## src/rtl/tbs_pkg.sv

```systemverilog
package tbs_pkg;
  localparam int FLIT_W = 16;

  typedef logic [FLIT_W-1:0] flit_t;

  // one prefetch slot: the flit plus whether it is the second of its token
  typedef struct packed {
    logic  second;
    flit_t data;
  } slot_t;

  typedef enum logic {
    CTL_IDLE = 1'b0,
    CTL_RUN  = 1'b1
  } ctl_state_e;
endpackage

```

## src/rtl/tbs_addr_gen.sv

```systemverilog
// Issues cell reads two at a time (first flit, then second flit on the
// very next cycle); a pair starts only when the prefetch store has room
// reserved for both.
module tbs_addr_gen #(
  parameter int ADDR_W = 8,
  parameter int CNT_W  = 8
) (
  input  logic              clk,
  input  logic              rst_n,
  input  logic              start_i,
  input  logic [ADDR_W-1:0] base_i,
  input  logic [CNT_W-1:0]  count_i,
  input  logic              room_i,
  output logic              rd_en_o,
  output logic [ADDR_W-1:0] rd_addr_o,
  output logic              rd_second_o
);
  logic [ADDR_W-1:0] addr_q;
  logic [CNT_W-1:0]  left_q;
  logic              phase_q;
  logic              issue;

  assign issue       = phase_q || ((left_q != '0) && room_i);
  assign rd_en_o     = issue;
  assign rd_addr_o   = addr_q;
  assign rd_second_o = phase_q;

  always_ff @(posedge clk) begin
    if (!rst_n) begin
      addr_q  <= '0;
      left_q  <= '0;
      phase_q <= 1'b0;
    end else if (start_i) begin
      addr_q  <= base_i;
      left_q  <= count_i;
      phase_q <= 1'b0;
    end else if (issue) begin
      addr_q  <= addr_q + ADDR_W'(1);
      phase_q <= ~phase_q;
      if (phase_q) left_q <= left_q - CNT_W'(1);
    end
  end
endmodule

```

## src/rtl/tbs_flit_fifo.sv

```systemverilog
// Prefetch store. Occupancy counts both stored slots and reads in flight,
// so a reserved read always finds a free slot when its data returns.
module tbs_flit_fifo
  import tbs_pkg::*;
#(
  parameter int DEPTH = 4
) (
  input  logic  clk,
  input  logic  rst_n,
  input  logic  reserve_i,
  input  logic  push_i,
  input  slot_t push_slot_i,
  input  logic  pop_i,
  output logic  avail_o,
  output slot_t head_o,
  output logic  room_o
);
  localparam int PW = (DEPTH > 1) ? $clog2(DEPTH) : 1;
  localparam int CW = $clog2(DEPTH + 1);

  slot_t          store_q [DEPTH];
  logic [PW-1:0]  wr_ptr_q, rd_ptr_q;
  logic [CW-1:0]  cnt_q, occ_q;

  function automatic logic [PW-1:0] ptr_next(input logic [PW-1:0] p);
    return (p == PW'(DEPTH - 1)) ? '0 : p + PW'(1);
  endfunction

  assign avail_o = (cnt_q != '0);
  assign head_o  = store_q[rd_ptr_q];
  assign room_o  = (occ_q <= CW'(DEPTH - 2));

  for (genvar g = 0; g < DEPTH; g++) begin : g_slot
    always_ff @(posedge clk) begin
      if (push_i && (wr_ptr_q == PW'(g))) store_q[g] <= push_slot_i;
    end
  end

  always_ff @(posedge clk) begin
    if (!rst_n) begin
      wr_ptr_q <= '0;
      rd_ptr_q <= '0;
      cnt_q    <= '0;
      occ_q    <= '0;
    end else begin
      if (push_i) wr_ptr_q <= ptr_next(wr_ptr_q);
      if (pop_i)  rd_ptr_q <= ptr_next(rd_ptr_q);
      cnt_q <= cnt_q + CW'(push_i) - CW'(pop_i);
      occ_q <= occ_q + CW'(reserve_i) - CW'(pop_i);
    end
  end
endmodule

```

## src/rtl/tbs_burst_ctl.sv

```systemverilog
// Burst bookkeeping: accepts triggers, counts completed tokens, pulses done.
module tbs_burst_ctl
  import tbs_pkg::*;
#(
  parameter int CNT_W = 8
) (
  input  logic             clk,
  input  logic             rst_n,
  input  logic             trig_valid_i,
  input  logic [CNT_W-1:0] trig_count_i,
  input  logic             pop_last_i,
  output logic             trig_ready_o,
  output logic             start_o,
  output logic             done_o
);
  ctl_state_e       st_q;
  logic [CNT_W-1:0] left_q;
  logic             done_q;
  logic             fire;

  assign trig_ready_o = (st_q == CTL_IDLE);
  assign fire         = trig_valid_i && trig_ready_o;
  assign start_o      = fire && (trig_count_i != '0);
  assign done_o       = done_q;

  always_ff @(posedge clk) begin
    if (!rst_n) begin
      st_q   <= CTL_IDLE;
      left_q <= '0;
      done_q <= 1'b0;
    end else begin
      done_q <= 1'b0;
      if (fire) begin
        if (trig_count_i == '0) begin
          done_q <= 1'b1;
        end else begin
          st_q   <= CTL_RUN;
          left_q <= trig_count_i;
        end
      end else if ((st_q == CTL_RUN) && pop_last_i) begin
        left_q <= left_q - CNT_W'(1);
        if (left_q == CNT_W'(1)) begin
          st_q   <= CTL_IDLE;
          done_q <= 1'b1;
        end
      end
    end
  end
endmodule

```

## src/rtl/tbs_burst_seq.sv

```systemverilog
module tbs_burst_seq
  import tbs_pkg::*;
#(
  parameter int ADDR_W     = 8,
  parameter int CNT_W      = 8,
  parameter int FIFO_DEPTH = 4
) (
  input  logic              clk,
  input  logic              rst_n,
  input  logic              trig_valid,
  output logic              trig_ready,
  input  logic [ADDR_W-1:0] trig_base,
  input  logic [CNT_W-1:0]  trig_count,
  output logic              mem_rd_en,
  output logic [ADDR_W-1:0] mem_rd_addr,
  input  logic [FLIT_W-1:0] mem_rd_data,
  output logic              flit_valid,
  input  logic              flit_ready,
  output logic [FLIT_W-1:0] flit_data,
  output logic              flit_last,
  output logic              burst_done
);
  logic  start, room, rd_en, rd_second;
  logic  rd_pend_q, rd_second_q;
  logic  avail, pop, pop_last;
  slot_t head, push_slot;

  tbs_burst_ctl #(.CNT_W(CNT_W)) ctl_i (
    .clk          (clk),
    .rst_n        (rst_n),
    .trig_valid_i (trig_valid),
    .trig_count_i (trig_count),
    .pop_last_i   (pop_last),
    .trig_ready_o (trig_ready),
    .start_o      (start),
    .done_o       (burst_done)
  );

  tbs_addr_gen #(.ADDR_W(ADDR_W), .CNT_W(CNT_W)) agen_i (
    .clk         (clk),
    .rst_n       (rst_n),
    .start_i     (start),
    .base_i      (trig_base),
    .count_i     (trig_count),
    .room_i      (room),
    .rd_en_o     (rd_en),
    .rd_addr_o   (mem_rd_addr),
    .rd_second_o (rd_second)
  );

  assign mem_rd_en = rd_en;

  // align the slot marker with the data the memory returns one cycle later
  always_ff @(posedge clk) begin
    if (!rst_n) begin
      rd_pend_q   <= 1'b0;
      rd_second_q <= 1'b0;
    end else begin
      rd_pend_q   <= rd_en;
      rd_second_q <= rd_second;
    end
  end

  assign push_slot = '{second: rd_second_q, data: mem_rd_data};

  tbs_flit_fifo #(.DEPTH(FIFO_DEPTH)) fifo_i (
    .clk         (clk),
    .rst_n       (rst_n),
    .reserve_i   (rd_en),
    .push_i      (rd_pend_q),
    .push_slot_i (push_slot),
    .pop_i       (pop),
    .avail_o     (avail),
    .head_o      (head),
    .room_o      (room)
  );

  assign flit_valid = avail;
  assign flit_data  = head.data;
  assign flit_last  = head.second;
  assign pop        = avail && flit_ready;
  assign pop_last   = pop && head.second;
endmodule

```

## config.mk

```make
export PLATFORM = sky130hd
export DESIGN_NAME = tbs_burst_seq
export DESIGN_NICKNAME = d
export VERILOG_FILES = /design/src/rtl/tbs_pkg.sv /design/src/rtl/tbs_addr_gen.sv /design/src/rtl/tbs_flit_fifo.sv /design/src/rtl/tbs_burst_ctl.sv /design/src/rtl/tbs_burst_seq.sv
export SDC_FILE = /design/constraint.sdc
export NUM_CORES = 1
export LEC_CHECK = 0
export BUFFER_PORTS_ARGS = -buffer_cell sky130_fd_sc_hd__buf_2
export CELL_PAD_IN_SITES_DETAIL_PLACEMENT = 0
export CELL_PAD_IN_SITES_GLOBAL_PLACEMENT = 1
export CORE_ASPECT_RATIO = 0.75
export CORE_MARGIN = 5
export CORE_UTILIZATION = 40
export DETAILED_ROUTE_END_ITERATION = 10
export PLACE_DENSITY = 0.79
export SETUP_SLACK_MARGIN = 0.4
export SKIP_CTS_REPAIR_TIMING = 1
export SLEW_MARGIN = 20
export SYNTH_ARGS = -nofsm -noshare
export SYNTH_HDL_FRONTEND = slang
export SYNTH_SLANG_ARGS = --single-unit
```

## constraint.sdc

```tcl
create_clock -name clk -period 2.4 [get_ports clk]
set_input_delay 0.48 -clock clk [delete_from_list [all_inputs] [get_ports clk]]
set_output_delay 0.48 -clock clk [all_outputs]
set_load 0.1 [all_outputs]
```

# Yosys cells after proc, flatten, opt, wreduce, memory -nomap -nowiden
# Memory sizes are Yosys's and may differ from the RTL's. A register that Yosys moved wholly into a read port is not among the register bits.
# Cells that the tools add are included.
dict set report totals {
  reg_bits 39
  mem_bits_rw 68
  memories 1
}
# name words word_bits read_ports rd_ports_with_merged_regs write_ports line_no
set memory_table {}
lappend memory_table {fifo_i.store_q 4 17 1 1 1 tbs_flit_fifo.sv:21} ;# slot_t store_q [DEPTH];
dict set report op_classes {
  add_sub_neg 9
  order_cmp 1
  n_eq_ne 6
  n_mux 37
  bitwise 3
  reduce_logical 27
}
# operator count
set op_table {}
lappend op_table {{2-to-1 mux 8 bit} 8}
lappend op_table {{2-to-1 mux 17 bit} 3}
lappend op_table {{OR reduction 17 bit} 3}
lappend op_table {{2-to-1 mux 1 bit} 19}
lappend op_table {{nonzero test 8 bit} 2}
lappend op_table {{subtractor 8 x 1 -> 8 bit, second input constant} 2}
lappend op_table {{2-to-1 mux 2 bit} 7}
lappend op_table {{logical AND 1 bit} 10}
lappend op_table {{adder 8 x 1 -> 8 bit, second input constant} 1}
lappend op_table {{== test 8 x 1 -> 1 bit, second input constant} 1}
lappend op_table {{logical NOT 8 bit} 1}
lappend op_table {{nonzero test 2 bit} 4}
lappend op_table {{adder 3 x 1 -> 3 bit} 2}
lappend op_table {{== test 2 bit, second input constant} 3}
lappend op_table {{subtractor 3 x 1 -> 3 bit} 2}
lappend op_table {{adder 2 x 1 -> 2 bit, second input constant} 2}
lappend op_table {{AND reduction 2 bit} 2}
lappend op_table {{<= comparator 3 x 2 -> 1 bit, second input constant} 1}
lappend op_table {{inverter 1 bit} 3}
lappend op_table {{AND reduction 3 bit} 1}
lappend op_table {{nonzero test 3 bit} 1}
lappend op_table {{== test 2 x 1 -> 1 bit, second input constant} 1}
lappend op_table {{logical NOT 2 bit} 1}
lappend op_table {{!= test 2 bit, second input constant} 1}
lappend op_table {{other kinds (2)} 2}

# Depth between registers and ports, before layout
dict set report logic_depth {
  depth_word 8
  ltp_mapped 10
  depth_no_buf 10
}

# Modules after synthesis
# Synthesis repeated with hierarchy kept, for this count alone.
dict set report hier_totals {
  cells_unflattened 331
  hier_area_um2 4642.0
}
# mod instances cells_each area_each_um2
set by_module_without_submodules {}
lappend by_module_without_submodules {tbs_flit_fifo 1 148 3108.0}
lappend by_module_without_submodules {tbs_addr_gen 1 110 917.1}
lappend by_module_without_submodules {tbs_burst_ctl 1 67 551.8}
lappend by_module_without_submodules {tbs_burst_seq 1 6 65.1}

# Worst setup path after synthesis
# OpenSTA, ideal clock, no wires.
dict set report synth_path {
  kind {register to register}
  from {register fifo_i.cnt_q[1]}
  to {register fifo_i.occ_q[2]}
  arrival_time_ps 2742
  required_time_ps 2285
  setup_slack_ps -457
  path_stages_with_launch 10
  path_buffers 1
  period_less_slack_ps 2857
  path_cell_list {dfxtp_1 -> or3_1 -> clkbuf_1 -> nand2_1 -> xnor2_1 -> ha_1 -> inv_1 -> fa_1 -> xor2_1 -> and2_1}
}
dict set report synth_between {
  elab_chain_len 3
}
# item line_no
set synth_rtl {}
lappend synth_rtl {{from (decl)} tbs_flit_fifo.sv:23} ;# logic [CW-1:0] cnt_q, occ_q;
lappend synth_rtl {{from (signal assigned)} tbs_flit_fifo.sv:48} ;# cnt_q <= cnt_q + CW'(push_i) - CW'(pop_i);
lappend synth_rtl {{nonzero test 3 bit} tbs_flit_fifo.sv:29} ;# assign avail_o = (cnt_q != '0);
lappend synth_rtl {{named net flit_valid} tbs_burst_seq.sv:17} ;# output logic flit_valid,
lappend synth_rtl {{logical AND 1 bit} tbs_burst_seq.sv:81} ;# assign pop = avail && flit_ready;
lappend synth_rtl {{subtractor 3 x 1 -> 3 bit} tbs_flit_fifo.sv:49} ;# occ_q <= occ_q + CW'(reserve_i) - CW'(pop_i);
lappend synth_rtl {{to (signal assigned)} tbs_flit_fifo.sv:49}
lappend synth_rtl {{to (decl)} tbs_flit_fifo.sv:23}
# The timed path passes the listed nets, and every way through them passes these cells.
# A chain may end at the register's enable or synchronous reset.

==> run_results.csv <==
group,metric,value,unit
drt,first_pass_iters,5,
timing,finalCritPeriodShare,89.4,%
worst_setup_path,rr_worst_depth,7,
global_routing,overflow,0,
yosys,synth_mux_area_share,8.99,%
die,dieArea,14000,um2
hold_path,hp-start,"mem_rd_data[12]",
place,io_buffers,64,
worst_setup_path,cp_cell_sequence,"clkbuf_16 -> mux4_2 -> buf_12",
hold_path,hold_path_class,"primary input to flip-flop",
power,total_power,6.96,mW
clocking,max-clock-path-buffers,2,
final_layout,area_growth,23.7,%
timing,finalWorstPathRequiredPeriod,2.15,ns
final_layout,area.sequential,2870,um2
drt,post_drt_wl_per_cell,15.9,um
timing,worst_pin_slew,0.661,ns
yosys,synth-seq-cells,109,
timing,finalSetupViolCount,0,
worst_setup_path,regToRegSetupSlack,0.42,ns
drt,drc_errors,0,
final_layout,fillers,975,
hold_path,min_path_cells,1,
global_routing,first_global_vias,2856,
job,max_cap_viol_count,0,
timing,skew,0.00760,ns
power,swShare,42.0,%
yosys,synth_fp_nets,401,
drt,avgViaCountPerCell,4.94,
worst_setup_path,end_kind,"output port",
place,place_congestion,0.806,
drt,vias,2915,
die,ioPinCount,65,
die,die_h,104,um
yosys,synth_xor_area_share,3.18,%
yosys,synth-simple-area-share,11.3,%
drt,first_iter_violations,196,
yosys,synth-async-reset-ratio,0,%
yosys,ys_seq_area_share,61.0,%
clocking,clk_pin_slew_worst_paths,0.07,ns
timing,drv_slew,0,
power,p_per_area,1200,nW/um2
yosys,synth_edf_count,68,
worst_setup_path,cpPeakStageDelay,0.58,ns
worst_setup_path,criticalPathCategory,"flip-flop to output port",
worst_setup_path,crit_slowest_cell,"mux4_2",
yosys,synth.avg_cell_area,13.4,um2
die,die_w,135,um
power,power_frac_clock,19.3,%
final_layout,final_util,50.3,%
yosys,syn_area,4690,um2
global_routing,grt_usage,13.6,%
yosys,yosysWarnings,0,
timing,final-hold-violation-count,0,
place,placed_area,5320,um2
worst_setup_path,worstPathArrival,1.67,ns
clocking,root_buffer,"clkbuf_16",
power,vdd_drop_max,0.000631,V
power,p_switching,2.92,mW
worst_setup_path,critPathRequiredTime,1.92,ns
yosys,synthCells,351,
final_layout,final_area,5800,um2
final_layout,nets,473,
die,start_util,40.7,%
power,seqPwrFrac,35.3,%
worst_setup_path,timing.rr.end,"ctl_i.left_q[0]$_SDFFE_PN0P_",
final_layout,antennaDiodeCount,0,
worst_setup_path,critPathMaxFanout,8,
status,run_status,"completed",
final_layout,final_common_cell,"edfxtp_1",
timing,maxSlewHeadroom,55.3,%
yosys,synth_compound_area_share,8.48,%
drt,antenna_left,0,
clocking,cts_tree,"yes",
clocking,insertion_delay,0.34,ns
die,rows,34,
power,leakage,2.11,nW
yosys,synthFlopType,"edfxtp_1",
clocking,numClockSinks,109,
die,coreArea,11500,um2
global_routing,grt_max_degree,46,
timing,fmax,0.466,GHz
global_routing,grt_pass1_wl,15000,um
final_layout,multi_input_area,1800,um2
drt,wl,9360,um
worst_setup_path,cpLargestDelayFamily,"multiplexers",
clocking,htree_levels,3,
final_layout,drive_gt1_share,29.4,%
timing,rsz0062_at_grt,"true",
global_routing,antenna_found_initial,0,
yosys,synth_top_family_by_area,"simple AND/OR/NAND/NOR gates",
power,p_comb_share,45.4,%
timing,fin_setup_tns,0,ns
clocking,cts_inserted_buffers,9,
worst_setup_path,start_kind,"flip-flop",
place,dpl.hpwl,6250,um
worst_setup_path,worst-path-buf-inv,2,
final_layout,final_cell_mix,"edfxtp_1 (68), buf_2 (46), dfxtp_1 (39)",
yosys,synth_fa_ha_area_share,4.06,%
power,p_int,4.04,mW
hold_path,min_to,"fifo_i.store_q[1][12]$_DFFE_PP_",
yosys,ys_types,49,
## synthesized netlist by cell type (all sizes together) (2+ instances only)
cell type,n,share of area [%]
edfxtp,68,44
nor2,9,1.1
nand2,30,2.5
mux2i,2,0.43
dfxtp,41,18
xor2,5,0.93
fa,2,0.85
a211oi,2,0.32
nor2b,6,0.80
o31ai,3,0.48
buf,6,1.0
and2,18,2.4
a21boi,5,0.88
nand4,3,0.40
nand2b,2,0.27
or4,3,0.48
o21ai,26,2.9
nor4b,2,0.37
or3,2,0.27
xnor2,12,2.2
a21oi,20,2.1
nand3,8,0.85
and3,3,0.40
mux4,17,8.6
nor3b,3,0.48
o211a,2,0.43
o211ai,2,0.32
inv,13,1.0
clkbuf,10,0.80
ha,12,3.2
o21a,3,0.48
nor3,3,0.32
## metrics by stage
| stage | hold WS, ns | instances | setup WS (ns) |
|---|---|---|---|
| 2_1_floorplan | 0.423 | 351 | 0.380 |
| 4_1_cts | 0.343 | 585 | 0.00529 |
| 5_1_grt | 0.345 | 590 | 0.197 |
| 3_3_place_gp | 0.439 | 569 | 0.275 |
| 6_report | 0.358 | 590 | 0.254 |
| 3_5_place_dp | 0.443 | 569 | 0.237 |
## power by group through the flow
stage,sequential (mW),clock [mW],combinational [mW]
after floorplan,2.58,0,2.31
after global placement,2.47,0,2.80
after detailed placement,2.48,0,2.83
after CTS,2.44,1.38,2.85
after global routing,2.49,1.46,3.37
final,2.46,1.34,3.16
## flip-flops by register name (all words and copies together), names as in the netlist, 2 cells and up, named ones only
name / count
fifo_i.rd_ptr_q: 2
fifo_i.store_q: 68
fifo_i.wr_ptr_q: 2
agen_i.rd_addr_o: 8
fifo_i.cnt_q: 3
ctl_i.left_q: 8
fifo_i.occ_q: 3
agen_i.left_q: 8
## routing by layer
metal / GRT usage (%) / vias up / routed length (um)
li1: - / 1441 / -
met3: 4.02 / 9 / 391
met2: 20.7 / 52 / 4280
met5: 0 / - / 0
met1: 19.2 / 1413 / 4600
met4: 3.45 / 0 / 81
## layout make-up
type	instances	share of cell area, %
Clock buffer	10	3.95
Clock inverter	6	0.647
Inverter	14	0.971
Multi-Input combinational cell	212	31.1
Sequential cell	109	49.4
Tap cell	162	3.50
Timing Repair Buffer	77	10.4
## cell families after synthesis
group,count (synthesis)
AO/OA/AOI/OAI,66
XOR/XNOR,17
adder cells (fa/ha/maj),14
buffers and inverters,30
flip-flops,109
multiplexers,19
AND/OR/NAND/NOR,96
## worst max path at each step
stage / startpoint / end / depth (start not counted)
after floorplan: agen_i.left_q[0]$_SDFFE_PN0P_ / fifo_i.occ_q[2]$_SDFF_PN0_ / 10
after global placement: trig_count[4] / agen_i.left_q[2]$_SDFFE_PN0P_ / 6
after detailed placement: trig_count[0] / ctl_i.left_q[0]$_SDFFE_PN0P_ / 6
after CTS: agen_i.left_q[1]$_SDFFE_PN0P_ / mem_rd_en / 6
after global routing: flip-flop / flit_data[3] / 3
final: flip-flop / flit_last / 3
Power figures use the tool's default switching activity.
